### config.mk
export PLATFORM = sky130hd
export DESIGN_NAME = sertx_core
export DESIGN_NICKNAME = d
export VERILOG_FILES = /design/src/rtl/sertx_pkg.sv /design/src/rtl/sertx_hold.sv /design/src/rtl/sertx_shift.sv /design/src/rtl/sertx_line.sv /design/src/rtl/sertx_core.sv
export SDC_FILE = /design/constraint.sdc
export NUM_CORES = 1
export LEC_CHECK = 0
export BUFFER_PORTS_ARGS = -buffer_cell sky130_fd_sc_hd__buf_2
export CAP_MARGIN = 30
export CORE_MARGIN = 2
export CORE_UTILIZATION = 51
export DETAILED_ROUTE_END_ITERATION = 7
export HOLD_SLACK_MARGIN = 0.03
export PLACE_DENSITY = 0.75
export SETUP_SLACK_MARGIN = 0.5
export SYNTH_ARGS = -nofsm -noshare
export SYNTH_HDL_FRONTEND = slang
export SYNTH_SLANG_ARGS = --single-unit
### constraint.sdc
create_clock -name clk -period 1.9 [get_ports clk]
set_clock_uncertainty 0.05 [all_clocks]
set_input_delay 0.57 -clock clk [delete_from_list [all_inputs] [get_ports clk]]
set_output_delay 0.57 -clock clk [all_outputs]
set_load 0.02 [all_outputs]
### src/rtl/sertx_pkg.sv
package sertx_pkg;

    localparam int CHAR_W = 8;
    localparam int CNT_W  = 5;
    localparam int IDX_W  = $clog2(CHAR_W);

    typedef enum logic [2:0] {
        PH_IDLE,
        PH_START,
        PH_DATA,
        PH_PAR,
        PH_STOP
    } phase_e;

    typedef struct packed {
        logic [1:0] len;
        logic       par_en;
        logic       par_even;
        logic       stop_long;
    } frame_cfg_t;

    function automatic logic [3:0] data_bits(input logic [1:0] len);
        return 4'd5 + {2'b00, len};
    endfunction

    function automatic logic [CNT_W-1:0] stop_last(input frame_cfg_t c);
        if (!c.stop_long)       return 5'd15;
        else if (c.len == 2'd0) return 5'd23;
        else                    return 5'd31;
    endfunction

    function automatic logic par_bit(input logic [CHAR_W-1:0] d, input frame_cfg_t c);
        logic [CHAR_W-1:0] m;
        m = d & (8'hFF >> (2'd3 - c.len));
        return c.par_even ? (^m) : ~(^m);
    endfunction

endpackage

### src/rtl/sertx_hold.sv
module sertx_hold #(
    parameter int W = 8
) (
    input  logic         clk,
    input  logic         rst,
    input  logic         wr_en,
    input  logic [W-1:0] wr_data,
    input  logic         take,
    output logic [W-1:0] hold_data,
    output logic         hold_full
);
    always_ff @(posedge clk) begin
        if (rst) begin
            hold_data <= '0;
            hold_full <= 1'b0;
        end else begin
            if (wr_en) begin
                hold_data <= wr_data;
                hold_full <= 1'b1;
            end else if (take) begin
                hold_full <= 1'b0;
            end
        end
    end
endmodule

### src/rtl/sertx_shift.sv
module sertx_shift
    import sertx_pkg::*;
(
    input  logic              clk,
    input  logic              rst,
    input  logic              tick16,
    input  logic              hold_full,
    input  logic [CHAR_W-1:0] din,
    input  frame_cfg_t        cfg,
    output logic              take,
    output logic              busy,
    output logic              line_raw
);
    phase_e            phase;
    logic [CNT_W-1:0]  cnt;
    logic [IDX_W-1:0]  idx;
    logic [CHAR_W-1:0] sh;
    logic              par_q;
    frame_cfg_t        cfg_q;
    logic [CNT_W-1:0]  last;
    logic              data_done;

    assign busy      = (phase != PH_IDLE);
    assign take      = !busy && hold_full;
    assign last      = (phase == PH_STOP) ? stop_last(cfg_q) : 5'd15;
    assign data_done = ({1'b0, idx} == data_bits(cfg_q.len) - 4'd1);

    always_ff @(posedge clk) begin
        if (rst) begin
            phase <= PH_IDLE;
            cnt   <= '0;
            idx   <= '0;
            sh    <= '0;
            par_q <= 1'b0;
            cfg_q <= '0;
        end else if (phase == PH_IDLE) begin
            if (take) begin
                phase <= PH_START;
                cnt   <= '0;
                idx   <= '0;
                sh    <= din;
                par_q <= par_bit(din, cfg);
                cfg_q <= cfg;
            end
        end else if (tick16) begin
            if (cnt != last) begin
                cnt <= cnt + 1'b1;
            end else begin
                cnt <= '0;
                unique case (phase)
                    PH_START: phase <= PH_DATA;
                    PH_DATA: begin
                        if (data_done) begin
                            phase <= cfg_q.par_en ? PH_PAR : PH_STOP;
                        end else begin
                            idx <= idx + 1'b1;
                            sh  <= sh >> 1;
                        end
                    end
                    PH_PAR:  phase <= PH_STOP;
                    PH_STOP: phase <= PH_IDLE;
                    default: phase <= PH_IDLE;
                endcase
            end
        end
    end

    always_comb begin
        unique case (phase)
            PH_START: line_raw = 1'b0;
            PH_DATA:  line_raw = sh[0];
            PH_PAR:   line_raw = par_q;
            default:  line_raw = 1'b1;
        endcase
    end
endmodule

### src/rtl/sertx_line.sv
module sertx_line (
    input  logic raw,
    input  logic brk,
    input  logic loop,
    output logic txd,
    output logic loop_txd
);
    logic forced;

    assign forced   = brk ? 1'b0 : raw;
    assign loop_txd = forced;
    assign txd      = loop ? 1'b1 : forced;
endmodule

### src/rtl/sertx_core.sv
module sertx_core
    import sertx_pkg::*;
(
    input  logic              clk,
    input  logic              rst,
    input  logic              tick16,
    input  logic              wr_en,
    input  logic [CHAR_W-1:0] wr_data,
    input  logic [1:0]        cfg_len,
    input  logic              cfg_par_en,
    input  logic              cfg_par_even,
    input  logic              cfg_stop2,
    input  logic              cfg_break,
    input  logic              cfg_loop,
    output logic              txd,
    output logic              loop_txd,
    output logic              hold_empty,
    output logic              tx_empty
);
    logic [CHAR_W-1:0] hold_data;
    logic              hold_full;
    logic              take;
    logic              sh_busy;
    logic              line_raw;
    frame_cfg_t        cfg;

    assign cfg = '{len: cfg_len, par_en: cfg_par_en, par_even: cfg_par_even,
                   stop_long: cfg_stop2};

    sertx_hold #(.W(CHAR_W)) u_hold (
        .clk(clk), .rst(rst), .wr_en(wr_en), .wr_data(wr_data),
        .take(take), .hold_data(hold_data), .hold_full(hold_full)
    );

    sertx_shift u_shift (
        .clk(clk), .rst(rst), .tick16(tick16), .hold_full(hold_full),
        .din(hold_data), .cfg(cfg), .take(take), .busy(sh_busy),
        .line_raw(line_raw)
    );

    sertx_line u_line (
        .raw(line_raw), .brk(cfg_break), .loop(cfg_loop),
        .txd(txd), .loop_txd(loop_txd)
    );

    assign hold_empty = !hold_full;
    assign tx_empty   = !hold_full && !sh_busy;
endmodule

==> results of run 1 <==
-- state kept, by name, summed over array words and instances (netlist names) --
| signal | count |
|---|---|
| u_shift.phase | 3 |
| u_hold.hold_data | 8 |
| u_shift.sh | 8 |
| u_shift.cnt | 5 |
| u_shift.cfg_q | 4 |
| u_hold.hold_full | 1 |
| u_shift.par_q | 1 |
| u_shift.idx | 3 |
-- critical path, cell delays in order (launching register included) --
cell and delay [ps]:
sky130_fd_sc_hd__dfxtp_4 390, sky130_fd_sc_hd__nor2_4 90, sky130_fd_sc_hd__a22oi_2 100, sky130_fd_sc_hd__nor2_2 130
sky130_fd_sc_hd__nor2_2 50, sky130_fd_sc_hd__or2_4 220, sky130_fd_sc_hd__buf_6 130
-- cell families after synthesis --
kind of cell	count (synthesis)	synth area share, %
compound gates	50	21.7
xor+xnor	9	4.63
fa+ha+maj	2	1.47
buf+inv	16	5.00
flops	33	38.8
mux	9	5.29
simple gates	82	23.1
-- final cells by class --
class,instances,share of cell area [%]
sequential,33,25.8
timing repair buffer,66,21.4
clock inverter,1,0.285
clock buffer,6,1.95
inverter,4,0.571
multi-input combinational,153,47.9
tap,44,2.09
-- routing by layer --
metal	vias up	routed length, um	part of all wire, %	track usage (%)
met5	-	0	0	0
met4	0	463	6.9	19.5
met3	53	621	9.3	7.25
met2	166	3080	46	53.5
met1	927	2510	38	40.0
li1	848	-	-	-
-- power by group through the flow --
| stage | Sequential (mW) | Clock [mW] | Combinational [mW] |
|---|---|---|---|
| global route | 0.867 | 0.449 | 2.06 |
| detailed placement | 0.855 | 0 | 0.960 |
| CTS | 0.831 | 0.421 | 1.73 |
| floorplan | 0.811 | 0 | 0.772 |
| finish | 0.862 | 0.423 | 2.00 |
| global placement | 0.851 | 0 | 0.928 |
-- repair_timing --
action                     4_1_cts  5_1_grt
buffers inserted                24        2
gates cloned                     1        0
setup endpoints to repair       28       29
resized for setup               68       18
pin swaps                       23        8
-- cells in the final DEF, fill, tap and decap left out, drive strengths merged, types with 4 or more instances in the layout --
cell type / netlist / final
dfxtp: 33 / 33
buf: 6 / 66
xnor2: 8 / 8
nor2: 23 / 23
mux2i: 9 / 9
nand2: 33 / 33
a31o: 7 / 7
clkbuf: 6 / 6
a21oi: 15 / 15
nand3: 8 / 8
o21ai: 8 / 8
a2111oi: 8 / 8
nor3: 4 / 4
-- how the worst min path moves through the flow --
stage / startpoint / endpoint / slack, ps / cells after the start
3_5_place_dp: u_hold.hold_data[7] / u_shift.sh[7] / 420 / 2
5_1_grt: cfg_par_en / u_shift.cfg_q[2] / 410 / 3
2_1_floorplan: u_shift.cfg_q[0] / u_shift.cfg_q[0] / 390 / 2
4_1_cts: wr_data[2] / u_hold.hold_data[2] / 400 / 3
3_3_place_gp: u_shift.cfg_q[0] / u_shift.cfg_q[0] / 420 / 2
6_report: wr_data[7] / u_hold.hold_data[7] / 400 / 3
==> results, run 1 <==
- The run finished, with violations left.
- The final reports fail on negative setup slack.
- After synthesis, the share of flip-flops with an asynchronous set or reset is 0%.
- The max-slew violation count was 0.
- Of the total power, the clock network draws 12.9%.
- The instance count of the mapped netlist is 201.
- The slack of the worst reg-to-reg path is -150 ps.
- The utilization of the core after routing is 84.8%.
- Excluding fillers, the count of instances in the completed layout stands at 307.
- The vertical extent of the die is 61.8 um.
- The filler cells instantiated in the layout total 160.
- The die outline area is 0.00382 mm^2.
- The initial antenna violation count is 0.
- The number of vias after detailed routing is 1994.
- The worst register-to-register path has a depth of 6.
- The worst hold path belongs to the class in -> reg.
- Across the VDD grid, the largest voltage drop is 0.806 mV.
- The number of global-route vias before repair is 1869.
- The combined area of all synthesized cells is 0.00170 mm^2.
- Across all hold checks on the routed design, the worst slack comes to 396 ps.
- The detail-routed net length per standard cell is 21.7 um.
- The worst register-to-register path ends at u_shift.par_q.
- The global-route wire length before repair is 9.09 mm.
- The number of distinct library cells after synthesis is 44.
- The die is 61.8 um wide.
- The worst slew margin relative to its limit is 55.6%.
- The setup slack after layout is -195 ps.
- The origin of the worst setup path is u_shift.phase[0].
- Per report_power, the sequential group accounts for 26.2% of the total.
- The detailed router finished its first iteration with 255 violations.
- Overall power consumption after layout is estimated at 3.29 mW.
- The number of levels the H-tree was split into is 2.
- The number of buffers created by CTS is 5.
- The final-report hold violation count is 0.
- The area inside the core boundary is 0.00310 mm^2.
- The initial standard-cell utilization of the core is 54.9%.
- For the worst setup path, the data arrival time is 1470 ps.
- The sequential element share of the synthesized area is 38.8%.
- After detailed placement, the design holds a cell count of 273.
- The post-route setup TNS is -1770 ps.
- The pin count of the biggest net entering global routing is 23.
- Once detail routing completed, the nets flagged for antenna violations numbered 0.
- The CTS tree is done.
- The slew at the pin closest to its max-slew limit is 666 ps.
- Data on the critical path is required at its endpoint by 1280 ps.
- The number of clock sinks is 33.
- The quantity of hold-fixing buffers added after cts is 0.
- For this run, the number of Yosys warnings is 0.
- The startpoint of the lowest-slack register-to-register path is u_shift.phase[0].
- The largest driver fanout on the critical path is 5.
- The post-placement setup slack is -93.8 ps.
- The post-detailed-placement half-perimeter wirelength is 2.86 mm.
- After synthesis, the most frequently instantiated cells are 33 x sky130_fd_sc_hd__dfxtp_1, 33 x sky130_fd_sc_hd__nand2_1, 23 x sky130_fd_sc_hd__nor2_1.
- In the routed design, unresolved DRC markers number 0.
- After layout, the worst path uses 110% of the clock period.
- The number of maximum-capacitance constraint violations is 0.
- The critical path ends at txd.
- The clock reaches the later pin of the worst-skew pair after 360 ps.
- The fraction of power spent switching nets is 41.9%.
- The power density over cell area is 1250 mW/mm^2.
- The layout-stage area growth over the synthesis result is 54.4%.
- The routed wire length is 6.68 mm.
- The floorplan has 20 rows.
- The global placer's final weighted congestion is 0.875.
- Timing would allow up to 0.477 GHz.
- The total of flip-flops plus latches after synthesis is 33.
- The analysis attributes to net switching a power of 1.38 mW.
- After the last flow step, the layout net total stands at 284.
- The number of top-level pins is 23.
- The cell area after placement is 0.00198 mm^2.
- The cell-internal power is 1.91 mW.
- The repair_antennas step left the layout with diodes totalling 0.
- The via-per-instance ratio is 6.50.
- STA classifies the critical path startpoint as a register.
- The fraction of post-synthesis cell area in the top cell type by area is 38.8%.
- The fraction of final layout cells with drive strength greater than 1 is 47.5%.
- The minimum clock period is 2090 ps.
- The area of all placed cells without fillers is 0.00263 mm^2.
- The number of nets in the synthesized netlist is 222.
- In this run the tool buffered the top-level ports with 22 buffer cells.
- Across the whole layout, storage elements account for 678 um^2.
- For this run, the leading register cell type out of synthesis is sky130_fd_sc_hd__dfxtp_1.
- For this run, the total global-route usage over all layers was measured as 33.0%.
- The average cell area after synthesis is 8.47 um^2.
- The total of endpoints with negative setup slack in the final report is 19.
- In the final layout, the multi-input gates occupy 0.00126 mm^2.
- The first TritonRoute pass finished after 5 iterations.
- The residual overflow from global routing is 0.
- STA classifies the critical path endpoint as a primary output.
- The analysis attributes to cell leakage a power of 0.961 nW.
- The clock transition time at the flip-flop clock pins of the worst setup and hold paths is 110 ps.
- Combinational logic is responsible for 60.9% of the overall power.
- Counting along the longest clock path gives a buffer depth of 2.
- Setup repair after global routing could not meet its margin everywhere.
- By startpoint and endpoint, the worst setup path is classified as reg -> out.
- The synthesized design contains 0 enable-type register cells.
- The library cell used as clock root buffer is sky130_fd_sc_hd__clkbuf_4.
- The library cell with the largest summed area after synthesis is sky130_fd_sc_hd__dfxtp_1.
- By area the synthesized netlist is led by sky130_fd_sc_hd__dfxtp_1 39%, sky130_fd_sc_hd__nand2_1 7.3%, sky130_fd_sc_hd__mux2i_1 5.3%.
Note: power is estimated with default switching activity, not from simulation.
==> run 2, diff against run 1 <==
Settings changed: RECOVER_POWER from default to 100.
==> results, run 2 (same netlist as run 1, synthesis figures left out) <==
- The number of clock sinks came to 33 (unchanged).
- The initial standard-cell utilization of the core is 54.9% (unchanged).
- The number of port buffers is 22 (unchanged).
- The pin count of the biggest net entering global routing is 23 (unchanged).
- The most frequent standard cell in the layout excluding fill and tap cells is sky130_fd_sc_hd__nand2_1 (unchanged).
- The number of vias after detailed routing came to 2025 (was 1994).
- The final antenna diode count is 0 (unchanged).
- The critical path launch point type was a register (unchanged).
- The routed wire length is 6.71 mm (was 6.68 mm).
- The number of buffers between clock root and the deepest sink came to 2 (unchanged).
- The post-placement setup slack is -93.8 ps (unchanged).
- The area inside the core boundary is 0.00310 mm^2 (unchanged).
- The worst slew margin relative to its limit is 48.8% (was 55.6%).
- The leakage power figure is 0.958 nW (was 0.961 nW).
- The critical path's largest stage delay is 390 ps (about the same).
- The worst setup path category is reg -> out (unchanged).
- Failing checks: negative setup slack (unchanged).
- The source-to-sink clock delay at the later pin of the worst-skew pair is 350 ps (was 360 ps).
- The cell with the largest stage delay on the worst path is sky130_fd_sc_hd__dfxtp_4 (unchanged).
- The path class of the lowest-slack min-delay path is in -> reg (unchanged).
- The worst supply voltage drop on vdd is 0.809 mV (was 0.806 mV).
- The data arrival time of the worst path is 1460 ps (was 1470 ps).
- The fill cell total of the finished layout is 162 (was 160).
- The number of buffers created by CTS is 5 (unchanged).
- The post-detailed-placement half-perimeter wirelength is 2.86 mm (unchanged).
- The number of levels the H-tree was split into is 2 (unchanged).
- The required time of the critical path came to 1280 ps (about the same).
- The kind of end point of the critical path is a primary output (unchanged).
- Top Registers: u_hold.hold_data: 8 flops, u_shift.sh: 8 flops, u_shift.cnt: 5 flops (unchanged).
- The global placer's final weighted congestion is 0.875 (unchanged).
- The vertical extent of the die came to 61.8 um (unchanged).
- Ordered list of cells on the worst path: nand2_1 > a22oi_2 > nor2_2 > nor2_2 > or2_4 > buf_6 (was nor2_4 > a22oi_2 > nor2_2 > nor2_2 > or2_4 > buf_6).
- The final-report hold violation count is 0 (unchanged).
- Highest-count cells in the layout ignoring fill and taps: 30 x sky130_fd_sc_hd__nand2_1, 23 x sky130_fd_sc_hd__dfxtp_1, 22 x sky130_fd_sc_hd__buf_6 (was 30 x sky130_fd_sc_hd__nand2_1, 23 x sky130_fd_sc_hd__dfxtp_1, 22 x sky130_fd_sc_hd__buf_6, 22 x sky130_fd_sc_hd__buf_4, 19 x sky130_fd_sc_hd__buf_2).
- The layout-stage area growth over the synthesis result was 54.2% (was 54.4%).
- The CTS tree is done (unchanged).
- The utilization of the core after routing is 84.6% (was 84.8%).
- The via-per-instance ratio came to 6.60 (was 6.50).
- The number of maximum-capacitance constraint violations is 0 (unchanged).
- The global-route wire length before repair is 9.09 mm (unchanged).
- The number of top-level pins is 23 (unchanged).
- The die span in x is 61.8 um (unchanged).
- The number of global-route vias before repair is 1869 (unchanged).
- The maximum operating frequency is 0.481 GHz (was 0.477 GHz).
- The floorplan row count is 20 (unchanged).
- The detail-routed net length per standard cell is 21.8 um (was 21.7 um).
- The cell seen most often among critical-path stages is sky130_fd_sc_hd__nor2_2 (unchanged).
- Unrepaired setup endpoints after global routing: true (unchanged).
- The setup slack after layout is -181 ps (was -195 ps).
- The initial antenna violation count was 0 (unchanged).
- The clock transition time at the flip-flop clock pins of the worst setup and hold paths is 110 ps (about the same).
- The slew at the pin closest to its max-slew limit is 767 ps (was 666 ps).
- The library cell used as clock root buffer is sky130_fd_sc_hd__clkbuf_4 (unchanged).
- The number of iterations in the first detailed-routing pass is 5 (unchanged).
- Result of the run: finished with violations (unchanged).
- The total of endpoints with negative setup slack in the final report came to 19 (unchanged).
- The minimum clock period is 2080 ps (was 2090 ps).
- The die outline area is 0.00382 mm^2 (unchanged).
- The fraction of final layout cells with drive strength greater than 1 is 47.1% (was 47.5%).
- The quantity of hold-fixing buffers added after cts was 0 (unchanged).
- The detailed router's first-iteration violation count is 264 (was 255).
- The max-slew violation count is 0 (unchanged).
- The power density over cell area is 1250 mW/mm^2 (about the same).
- The number of nets with antenna violations after detailed routing is 0 (unchanged).
- The final net count is 284 (unchanged).
- The residual overflow from global routing is 0 (unchanged).
- The global router's overall resource usage was 33.0% (unchanged).
- The fraction of the cycle the final worst path needs is 110% (about the same).
- The largest driver fanout on the critical path is 5 (unchanged).
- The post-route DRC violation count came to 0 (unchanged).
==> run 2: critical path, delay by kind of cell (launching register included) <==
family | cells | cell delay (ps)
flops | 1 | 390
buf+inv | 1 | 130
compound gates | 1 | 80
simple gates | 4 | 510
==> run 2: report_power, final <==
| group | switching (mW) | internal [mW] |
|---|---|---|
| registers | 0.0895 | 0.772 |
| clock network | 0.250 | 0.173 |
| logic | 1.04 | 0.966 |
==> run 2: final cells by class <==
cell class	instances	area [um^2]	area share [%]
sequential	33	678	25.8
multi-input combinational	153	1260	48.0
clock buffer	6	51.3	1.95
tap	44	55.1	2.10
inverter	4	15.0	0.572
clock inverter	1	7.51	0.286
timing repair buffer	66	559	21.3
==> run 2: final timing paths <==
check,slack [ps],start,depth (start not counted),to
worst min register to register,440,u_shift.cfg_q[0],2,u_shift.cfg_q[0]
worst max register to register,-150,u_shift.phase[2],6,u_shift.cnt[3]
worst min-delay path,400,wr_data[7],3,u_hold.hold_data[7]
worst max-delay path,-180,u_shift.phase[1],6,txd
==> run 2: timing repair <==
| item | in CTS | in global routing |
|---|---|---|
| hold endpoints to repair | 0 | 0 |
| gates cloned | 1 | 0 |
| buffers inserted | 24 | 2 |
| pin swaps | 23 | 8 |
| endpoints found under the setup margin | 28 | 29 |
| resized for setup | 68 | 18 |
==> run 2: per-stage QoR <==
stage	total power, mW	instances	setup TNS [ps]	hold WS (ps)	cell area [um^2]
after global routing	3.38	307	-2390	413	2630
after global placement	1.78	273	0	419	1980
after detailed placement	1.82	273	-643	419	1980
final	3.29	307	-1900	398	2630
after CTS	2.98	305	-284	404	2550
after floorplan	1.58	201	0	386	1770
==> run 2: metal layers <==
metal | routed length, um | GRT usage [%] | part of all wire (%)
met5 | 0 | 0 | 0
met2 | 3030 | 53.5 | 45
met4 | 528 | 19.5 | 7.9
met1 | 2510 | 40.0 | 37
met3 | 642 | 7.25 | 9.6
